### config.mk
export PLATFORM = sky130hd
export DESIGN_NAME = ecp_pio_fifo
export DESIGN_NICKNAME = d
export VERILOG_FILES = /design/src/rtl/ppf_pkg.sv /design/src/rtl/ppf_store.sv /design/src/rtl/ppf_ptrs.sv /design/src/rtl/ppf_irq.sv /design/src/rtl/ecp_pio_fifo.sv
export SDC_FILE = /design/constraint.sdc
export NUM_CORES = 1
export LEC_CHECK = 0
export BUFFER_PORTS_ARGS = -buffer_cell sky130_fd_sc_hd__buf_2
export CORE_ASPECT_RATIO = 1.75
export CORE_MARGIN = 10
export CORE_UTILIZATION = 45
export DETAILED_ROUTE_END_ITERATION = 16
export HOLD_SLACK_MARGIN = 0.06
export PLACE_DENSITY = 0.6
export SLEW_MARGIN = 20
export SYNTH_ARGS = -nofsm -noshare
export SYNTH_HDL_FRONTEND = slang
export SYNTH_HIERARCHICAL = 1
export SYNTH_SLANG_ARGS = --single-unit
### constraint.sdc
create_clock -name clk -period 8.8 [get_ports clk]
set_clock_uncertainty 0.15 [all_clocks]
set_input_delay 2.64 -clock clk [delete_from_list [all_inputs] [get_ports clk]]
set_output_delay 2.64 -clock clk [all_outputs]
set_load 0.005 [all_outputs]
### src/rtl/ppf_pkg.sv
package ppf_pkg;
  localparam int BYTE_W = 8;

  typedef enum logic [2:0] {
    SEL_DATA  = 3'd0,
    SEL_TAGGED = 3'd1,
    SEL_CFG   = 3'd2,
    SEL_STAT  = 3'd3,
    SEL_LVL   = 3'd4
  } host_sel_e;

  // status bit positions
  localparam int ST_EMPTY = 0;
  localparam int ST_FULL  = 1;
  localparam int ST_ERR   = 2;
  localparam int ST_IRQ   = 3;
  localparam int ST_DREQ  = 4;

  // configuration bit positions (threshold sits in the low bits)
  localparam int CF_DIR  = 4;
  localparam int CF_DMA  = 5;
  localparam int CF_MASK = 6;
endpackage

### src/rtl/ppf_store.sv
module ppf_store #(
  parameter int DEPTH = 16,
  parameter int W     = 9,
  localparam int AW   = $clog2(DEPTH)
) (
  input  logic          clk,
  input  logic          we,
  input  logic [AW-1:0] waddr,
  input  logic [W-1:0]  wdata,
  input  logic          re,
  input  logic [AW-1:0] raddr,
  output logic [W-1:0]  q
);
  logic [W-1:0] mem [DEPTH];

  always_ff @(posedge clk) begin
    if (we) mem[waddr] <= wdata;
  end

  always_ff @(posedge clk) begin
    if (re) q <= mem[raddr];
  end
endmodule

### src/rtl/ppf_ptrs.sv
module ppf_ptrs #(
  parameter int DEPTH = 16,
  localparam int AW   = $clog2(DEPTH),
  localparam int LW   = $clog2(DEPTH + 1)
) (
  input  logic          clk,
  input  logic          rst,
  input  logic          push_req,
  input  logic          pop_req,
  output logic          push_ok,
  output logic          pop_ok,
  output logic          reject,
  output logic [AW-1:0] wptr,
  output logic [AW-1:0] rptr,
  output logic [LW-1:0] level,
  output logic          full,
  output logic          empty
);
  function automatic logic [AW-1:0] step(input logic [AW-1:0] p);
    return (p == AW'(DEPTH - 1)) ? '0 : p + 1'b1;
  endfunction

  assign full    = (level == LW'(DEPTH));
  assign empty   = (level == '0);
  assign push_ok = push_req && !full;
  assign pop_ok  = pop_req && !empty;
  assign reject  = (push_req && full) || (pop_req && empty);

  always_ff @(posedge clk) begin
    if (rst) begin
      wptr  <= '0;
      rptr  <= '0;
      level <= '0;
    end else begin
      if (push_ok) wptr <= step(wptr);
      if (pop_ok)  rptr <= step(rptr);
      case ({push_ok, pop_ok})
        2'b10:   level <= level + 1'b1;
        2'b01:   level <= level - 1'b1;
        default: level <= level;
      endcase
    end
  end

  a_r1_level_bound: assert property (@(posedge clk) disable iff (rst)
    level <= LW'(DEPTH));
  a_r1_flags_exclusive: assert property (@(posedge clk) disable iff (rst)
    !(full && empty));
  a_r8_no_overflow: assert property (@(posedge clk) disable iff (rst)
    (full && push_req && !pop_req) |=> full);
  a_r8_no_underflow: assert property (@(posedge clk) disable iff (rst)
    (empty && pop_req && !push_req) |=> empty);
endmodule

### src/rtl/ppf_irq.sv
module ppf_irq #(
  parameter int DEPTH = 16,
  localparam int TW   = $clog2(DEPTH),
  localparam int LW   = $clog2(DEPTH + 1)
) (
  input  logic          clk,
  input  logic          rst,
  input  logic [LW-1:0] level,
  input  logic [TW-1:0] thr,
  input  logic          dir_rev,
  input  logic          dma_en,
  input  logic          svc_mask,
  output logic          irq,
  output logic          dma_req
);
  logic [LW-1:0] eff;
  logic          rev_hit, fwd_hit, hit, dreq_c;

  // field 0 encodes DEPTH, which behaves as DEPTH-1
  assign eff     = (thr == '0) ? LW'(DEPTH - 1) : LW'(thr);
  assign rev_hit = level >= (LW'(DEPTH) - eff);
  assign fwd_hit = level <= eff;
  assign hit     = dir_rev ? rev_hit : fwd_hit;
  assign dreq_c  = dir_rev ? (level != '0) : (level != LW'(DEPTH));

  always_ff @(posedge clk) begin
    if (rst) begin
      irq     <= 1'b0;
      dma_req <= 1'b0;
    end else begin
      irq     <= hit && !svc_mask && !dma_en;
      dma_req <= dreq_c && dma_en && !svc_mask;
    end
  end

  a_r7_masked_quiet: assert property (@(posedge clk) disable iff (rst)
    (svc_mask || dma_en) |=> !irq);
  a_r10_dma_needs_enable: assert property (@(posedge clk) disable iff (rst)
    !dma_en |=> !dma_req);
  a_r7_irq_dma_exclusive: assert property (@(posedge clk) disable iff (rst)
    !(irq && dma_req));
endmodule

### src/rtl/ecp_pio_fifo.sv
module ecp_pio_fifo
  import ppf_pkg::*;
#(
  parameter int DEPTH = 16,
  localparam int AW   = $clog2(DEPTH),
  localparam int TW   = AW,
  localparam int LW   = $clog2(DEPTH + 1),
  localparam int EW   = BYTE_W + 1
) (
  input  logic              clk,
  input  logic              rst,
  input  logic              h_wr,
  input  logic              h_rd,
  input  logic [2:0]        h_addr,
  input  logic [BYTE_W-1:0] h_wdata,
  output logic [BYTE_W-1:0] h_rdata,
  input  logic              p_push,
  input  logic [BYTE_W-1:0] p_wdata,
  input  logic              p_pop,
  output logic              p_valid,
  output logic [BYTE_W-1:0] p_data,
  output logic              p_addr_tag,
  input  logic              dma_tc,
  output logic              svc_irq,
  output logic              dma_req
);
  logic [TW-1:0]     thr_q;
  logic              dir_q, dma_en_q, mask_q, err_q;
  logic              rsel_q, pvalid_q;
  logic [BYTE_W-1:0] rreg_q, reg_mux;
  logic              host_fifo_wr, host_data_rd, err_clr, cfg_wr;
  logic              push_req, pop_req, push_ok, pop_ok, reject;
  logic [AW-1:0]     wptr, rptr;
  logic [LW-1:0]     level;
  logic              full, empty;
  logic [EW-1:0]     wentry, mem_q;
  logic              unused_ok;

  assign host_fifo_wr = h_wr && (h_addr == SEL_DATA || h_addr == SEL_TAGGED);
  assign host_data_rd = h_rd && (h_addr == SEL_DATA);
  assign cfg_wr       = h_wr && (h_addr == SEL_CFG);
  assign err_clr      = h_wr && (h_addr == SEL_STAT) && h_wdata[ST_ERR];

  assign push_req = dir_q ? p_push : host_fifo_wr;
  assign pop_req  = dir_q ? host_data_rd : p_pop;
  assign wentry   = dir_q ? {1'b0, p_wdata} : {h_addr == SEL_TAGGED, h_wdata};

  ppf_ptrs #(.DEPTH(DEPTH)) u_ptrs (
    .clk(clk), .rst(rst), .push_req(push_req), .pop_req(pop_req),
    .push_ok(push_ok), .pop_ok(pop_ok), .reject(reject),
    .wptr(wptr), .rptr(rptr), .level(level), .full(full), .empty(empty)
  );

  ppf_store #(.DEPTH(DEPTH), .W(EW)) u_store (
    .clk(clk), .we(push_ok), .waddr(wptr), .wdata(wentry),
    .re(pop_ok), .raddr(rptr), .q(mem_q)
  );

  ppf_irq #(.DEPTH(DEPTH)) u_irq (
    .clk(clk), .rst(rst), .level(level), .thr(thr_q), .dir_rev(dir_q),
    .dma_en(dma_en_q), .svc_mask(mask_q), .irq(svc_irq), .dma_req(dma_req)
  );

  // configuration and sticky error
  always_ff @(posedge clk) begin
    if (rst) begin
      thr_q    <= '0;
      dir_q    <= 1'b0;
      dma_en_q <= 1'b0;
      mask_q   <= 1'b1;
      err_q    <= 1'b0;
    end else begin
      if (cfg_wr) begin
        thr_q    <= h_wdata[TW-1:0];
        dir_q    <= h_wdata[CF_DIR];
        dma_en_q <= h_wdata[CF_DMA];
        mask_q   <= h_wdata[CF_MASK];
      end
      if (dma_tc) mask_q <= 1'b1;
      if (reject)       err_q <= 1'b1;
      else if (err_clr) err_q <= 1'b0;
    end
  end

  always_comb begin
    reg_mux = '0;
    case (h_addr)
      SEL_CFG: begin
        reg_mux[TW-1:0]  = thr_q;
        reg_mux[CF_DIR]  = dir_q;
        reg_mux[CF_DMA]  = dma_en_q;
        reg_mux[CF_MASK] = mask_q;
      end
      SEL_STAT: begin
        reg_mux[ST_EMPTY] = empty;
        reg_mux[ST_FULL]  = full;
        reg_mux[ST_ERR]   = err_q;
        reg_mux[ST_IRQ]   = svc_irq;
        reg_mux[ST_DREQ]  = dma_req;
      end
      SEL_LVL: reg_mux = BYTE_W'(level);
      default: reg_mux = '0;
    endcase
  end

  // host read path: register value or queue word, selected one cycle later
  always_ff @(posedge clk) begin
    if (rst) begin
      rsel_q   <= 1'b0;
      rreg_q   <= '0;
      pvalid_q <= 1'b0;
    end else begin
      if (h_rd) begin
        rsel_q <= host_data_rd && dir_q && pop_ok;
        rreg_q <= reg_mux;
      end
      pvalid_q <= !dir_q && pop_ok;
    end
  end

  assign h_rdata    = rsel_q ? mem_q[BYTE_W-1:0] : rreg_q;
  assign p_valid    = pvalid_q;
  assign p_data     = mem_q[BYTE_W-1:0];
  assign p_addr_tag = mem_q[BYTE_W];
  assign unused_ok  = ^{h_wdata[BYTE_W-1], h_wdata[3], h_wdata[1:0]};

  a_r8_err_sticky: assert property (@(posedge clk) disable iff (rst)
    (err_q && !err_clr) |=> err_q);
  a_r8_reject_flags: assert property (@(posedge clk) disable iff (rst)
    reject |=> err_q);
  a_r10_tc_masks: assert property (@(posedge clk) disable iff (rst)
    dma_tc |=> mask_q);
  a_r2_valid_after_pop: assert property (@(posedge clk) disable iff (rst)
    (p_pop && !dir_q && !empty) |=> p_valid);
endmodule

==> results.cfg <==
[worst_setup_path]
required_ns = 8.97
crit_fanout = 16
critical_path.cell_chain = buf_2 -> nor4b_1 -> mux2_2 -> o21a_1 -> ha_1 -> inv_1 -> fa_1 -> nor2b_1 -> o22ai_1 -> mux2i_1 -> mux2_2
crit_path_frequent_cell = mux2_2
worstSetupStartpointType = input port
cp-end-kind = flop
crit_type = input port to flop
reg2reg_slack_ns = 5.08
worstPathArrival_ns = 5.64
cpPeakStageDelay_ns = 0.56
critPathSlowestCell = o21a_1
crit_family = multiplexers
critPathBufInv = 2

[die]
dieWidth_um = 121
dieArea_sq_um = 23600
core-area_sq_um = 17500
rows = 64
io_pins = 46
die_h_um = 196
start_util_pct = 45.6

[pwr]
power.leakage_nw = 3.04
power_density_nw_per_um2 = 241
vdd_drop_max_v = 0.000143
total_power_mw = 2.16

[min_path]
hold_class = flop to flop

[cts]
cts.sinks = 185
cts-buffers-inserted = 17
clk_path_buf_depth = 2
root_buffer = clkbuf_16
tritoncts = yes
path_clk_slew_ns = 0.07
clock_latency_ns = 0.43
postCtsSetupBuffers = 0
htree_levels = 4
holdBufCountCts = 0
cts_resized = 0

[timing]
setup_violations = 0
setup-tns-final_ns = 0
relSlewSlack_pct = 24.0
fmax_mhz = 183
grt_setup_unrepaired = false
final_min_period_over_clock_period_pct = 62.1
report.final.slew_viol_count = 0
tightest_slew_ns = 1.14
hold_viol_final = 0
fin_crit_ns = 5.47
whs_ns = 0.318

[cells_and_area]
antenna-diode-count = 0
multiInputGateArea_sq_um = 2530
area_growth_pct = 12.5
final_area_sq_um = 8970
fin_util_pct = 51.4
final_cell_mix = 153 x edfxtp_1, 48 x nor2_1, 45 x buf_2
register_area_sq_um = 5240
layout.nets = 577
layout-drive-gt1-share_pct = 24.2
layout_commonest_cell = edfxtp_1
final.fill_count = 1504

[synth]
synth_cells = 488
postSynthAreaPerCell_sq_um = 16.3
netlist-cell-type-count = 59
synth_edf_count = 153
syn-num-nets = 529
yosys_warnings = 6
ys_seq_area_share_pct = 65.7
syn_area_sq_um = 7970
ys_ff_latch = 185
synth_ff_type = edfxtp_1
synthArstFlopShare_pct = 0

[outcome]
outcome = complete, no violations

[routing]
viasPerCell = 5.75
ant_nets = 0
vias = 4488
wire_per_inst_um = 22.8
drcViolationCount = 0
drtIter0Drc = 259
first_pass_iters = 5
wl_um = 17800

[placed_design]
gp_congestion = 0.825
placed_area_sq_um = 8370
hpwl_um = 12600
io_buffers = 45

[global_route]
antenna_found_initial = 0
grt_pass1_vias = 4860
gr-total-overflow = 0
grt_max_degree = 42
grtUsageTotal_pct = 15.5
grt_pass1_wl_um = 27600

[job]
max-cap-violations = 0
==> per-layer routing <==
layer / global-route usage (%) / share of wire (%) / up-vias / wire length, um
met5: 0 / 0 / - / 0
met4: 7.18 / 2.7 / 0 / 484
met3: 3.88 / 3.9 / 24 / 693
met2: 29.1 / 58 / 111 / 10200
met1: 15.4 / 36 / 2308 / 6380
li1: - / - / 2045 / -
==> through the flow <==
| stage | worst slack (ns) | cells |
|---|---|---|
| global placement | 2.95 | 748 |
| finish | 3.33 | 780 |
| floorplan | 3.27 | 488 |
| detailed placement | 2.87 | 748 |
| global route | 3.05 | 780 |
| CTS | 3.35 | 780 |
==> state kept, by name, summed over array words and instances, names as in the netlist <==
register and cells:
dir_q 1, dma_en_q 1, err_q 1, mask_q 1, p_valid 1, rreg_q 7, rsel_q 1, thr_q 4
u_irq/dma_req 1, u_irq/irq 1, u_ptrs/level 5, u_ptrs/rptr 4, u_ptrs/wptr 4, u_store/mem 144, u_store/q 9
==> worst register-to-register path, cell delays in order (launching register included) <==
cell     delay, ns
dfxtp_1       0.91
mux2_2        0.34
o21a_1        0.56
ha_1          0.37
inv_1         0.10
fa_1          0.38
nor2b_1       0.16
o22ai_1       0.12
mux2i_1       0.18
mux2_2        0.34
==> Yosys cell counts (4+ instances only) <==
cell / count / area share (%)
edfxtp_1: 153 / 58
nor2_1: 48 / 2.3
dfxtp_1: 32 / 8.0
nand2_1: 24 / 1.1
mux4_2: 21 / 5.9
a22oi_1: 18 / 1.7
mux2_2: 18 / 2.5
mux2i_1: 17 / 2.1
mux4_1: 15 / 4.9
a21oi_1: 14 / 0.88
ha_1: 14 / 2.2
inv_1: 12 / 0.57
a221o_1: 6 / 0.75
buf_2: 6 / 0.38
nor3_1: 6 / 0.38
buf_6: 5 / 0.71
nand3_1: 5 / 0.31
a31oi_1: 4 / 0.31
clkbuf_1: 4 / 0.19
nand2b_1: 4 / 0.31
nand3b_1: 4 / 0.38
nor2b_1: 4 / 0.31
xor2_1: 4 / 0.44
==> area by class of cell <==
type / count / area share (%)
clock buffer: 18 / 4.79
clock inverter: 14 / 1.83
inverter: 14 / 0.600
multi-input combinational: 268 / 28.2
sequential: 185 / 58.4
tap: 231 / 3.22
timing repair buffer: 50 / 2.93
==> cells by family (layout without fill, tap and decap cells) <==
kind of cell | count (synthesis) | in the layout | synth area share [%]
buffers and inverters | 35 | 96 | 2.78
adders and majority gates | 15 | 15 | 2.45
xor gates and xnor gates | 4 | 4 | 0.440
and+or+nand+nor | 119 | 119 | 7.77
AOI/OAI and AO/OA | 59 | 59 | 5.31
DFF | 185 | 185 | 65.7
muxes | 71 | 71 | 15.6
==> power breakdown <==
group          switching [mW]  internal [mW]  total, mW
clock                   0.337          0.427      0.764
combinational           0.202          0.178      0.380
sequential             0.0307          0.987       1.02
==> worst paths after layout <==
check | from | endpoint | cells after the start
worst min-delay path | rreg_q[5]$_SDFFE_PP0P_ | rreg_q[5]$_SDFFE_PP0P_ | 2
worst max-delay path | h_addr[0] | u_ptrs/level[4]$_SDFFE_PP0P_ | 11
worst max register to register | dir_q$_SDFFE_PP0P_ | u_ptrs/level[4]$_SDFFE_PP0P_ | 9
worst min register to register | rreg_q[5]$_SDFFE_PP0P_ | rreg_q[5]$_SDFFE_PP0P_ | 2
(Power assumes the default switching activity.)
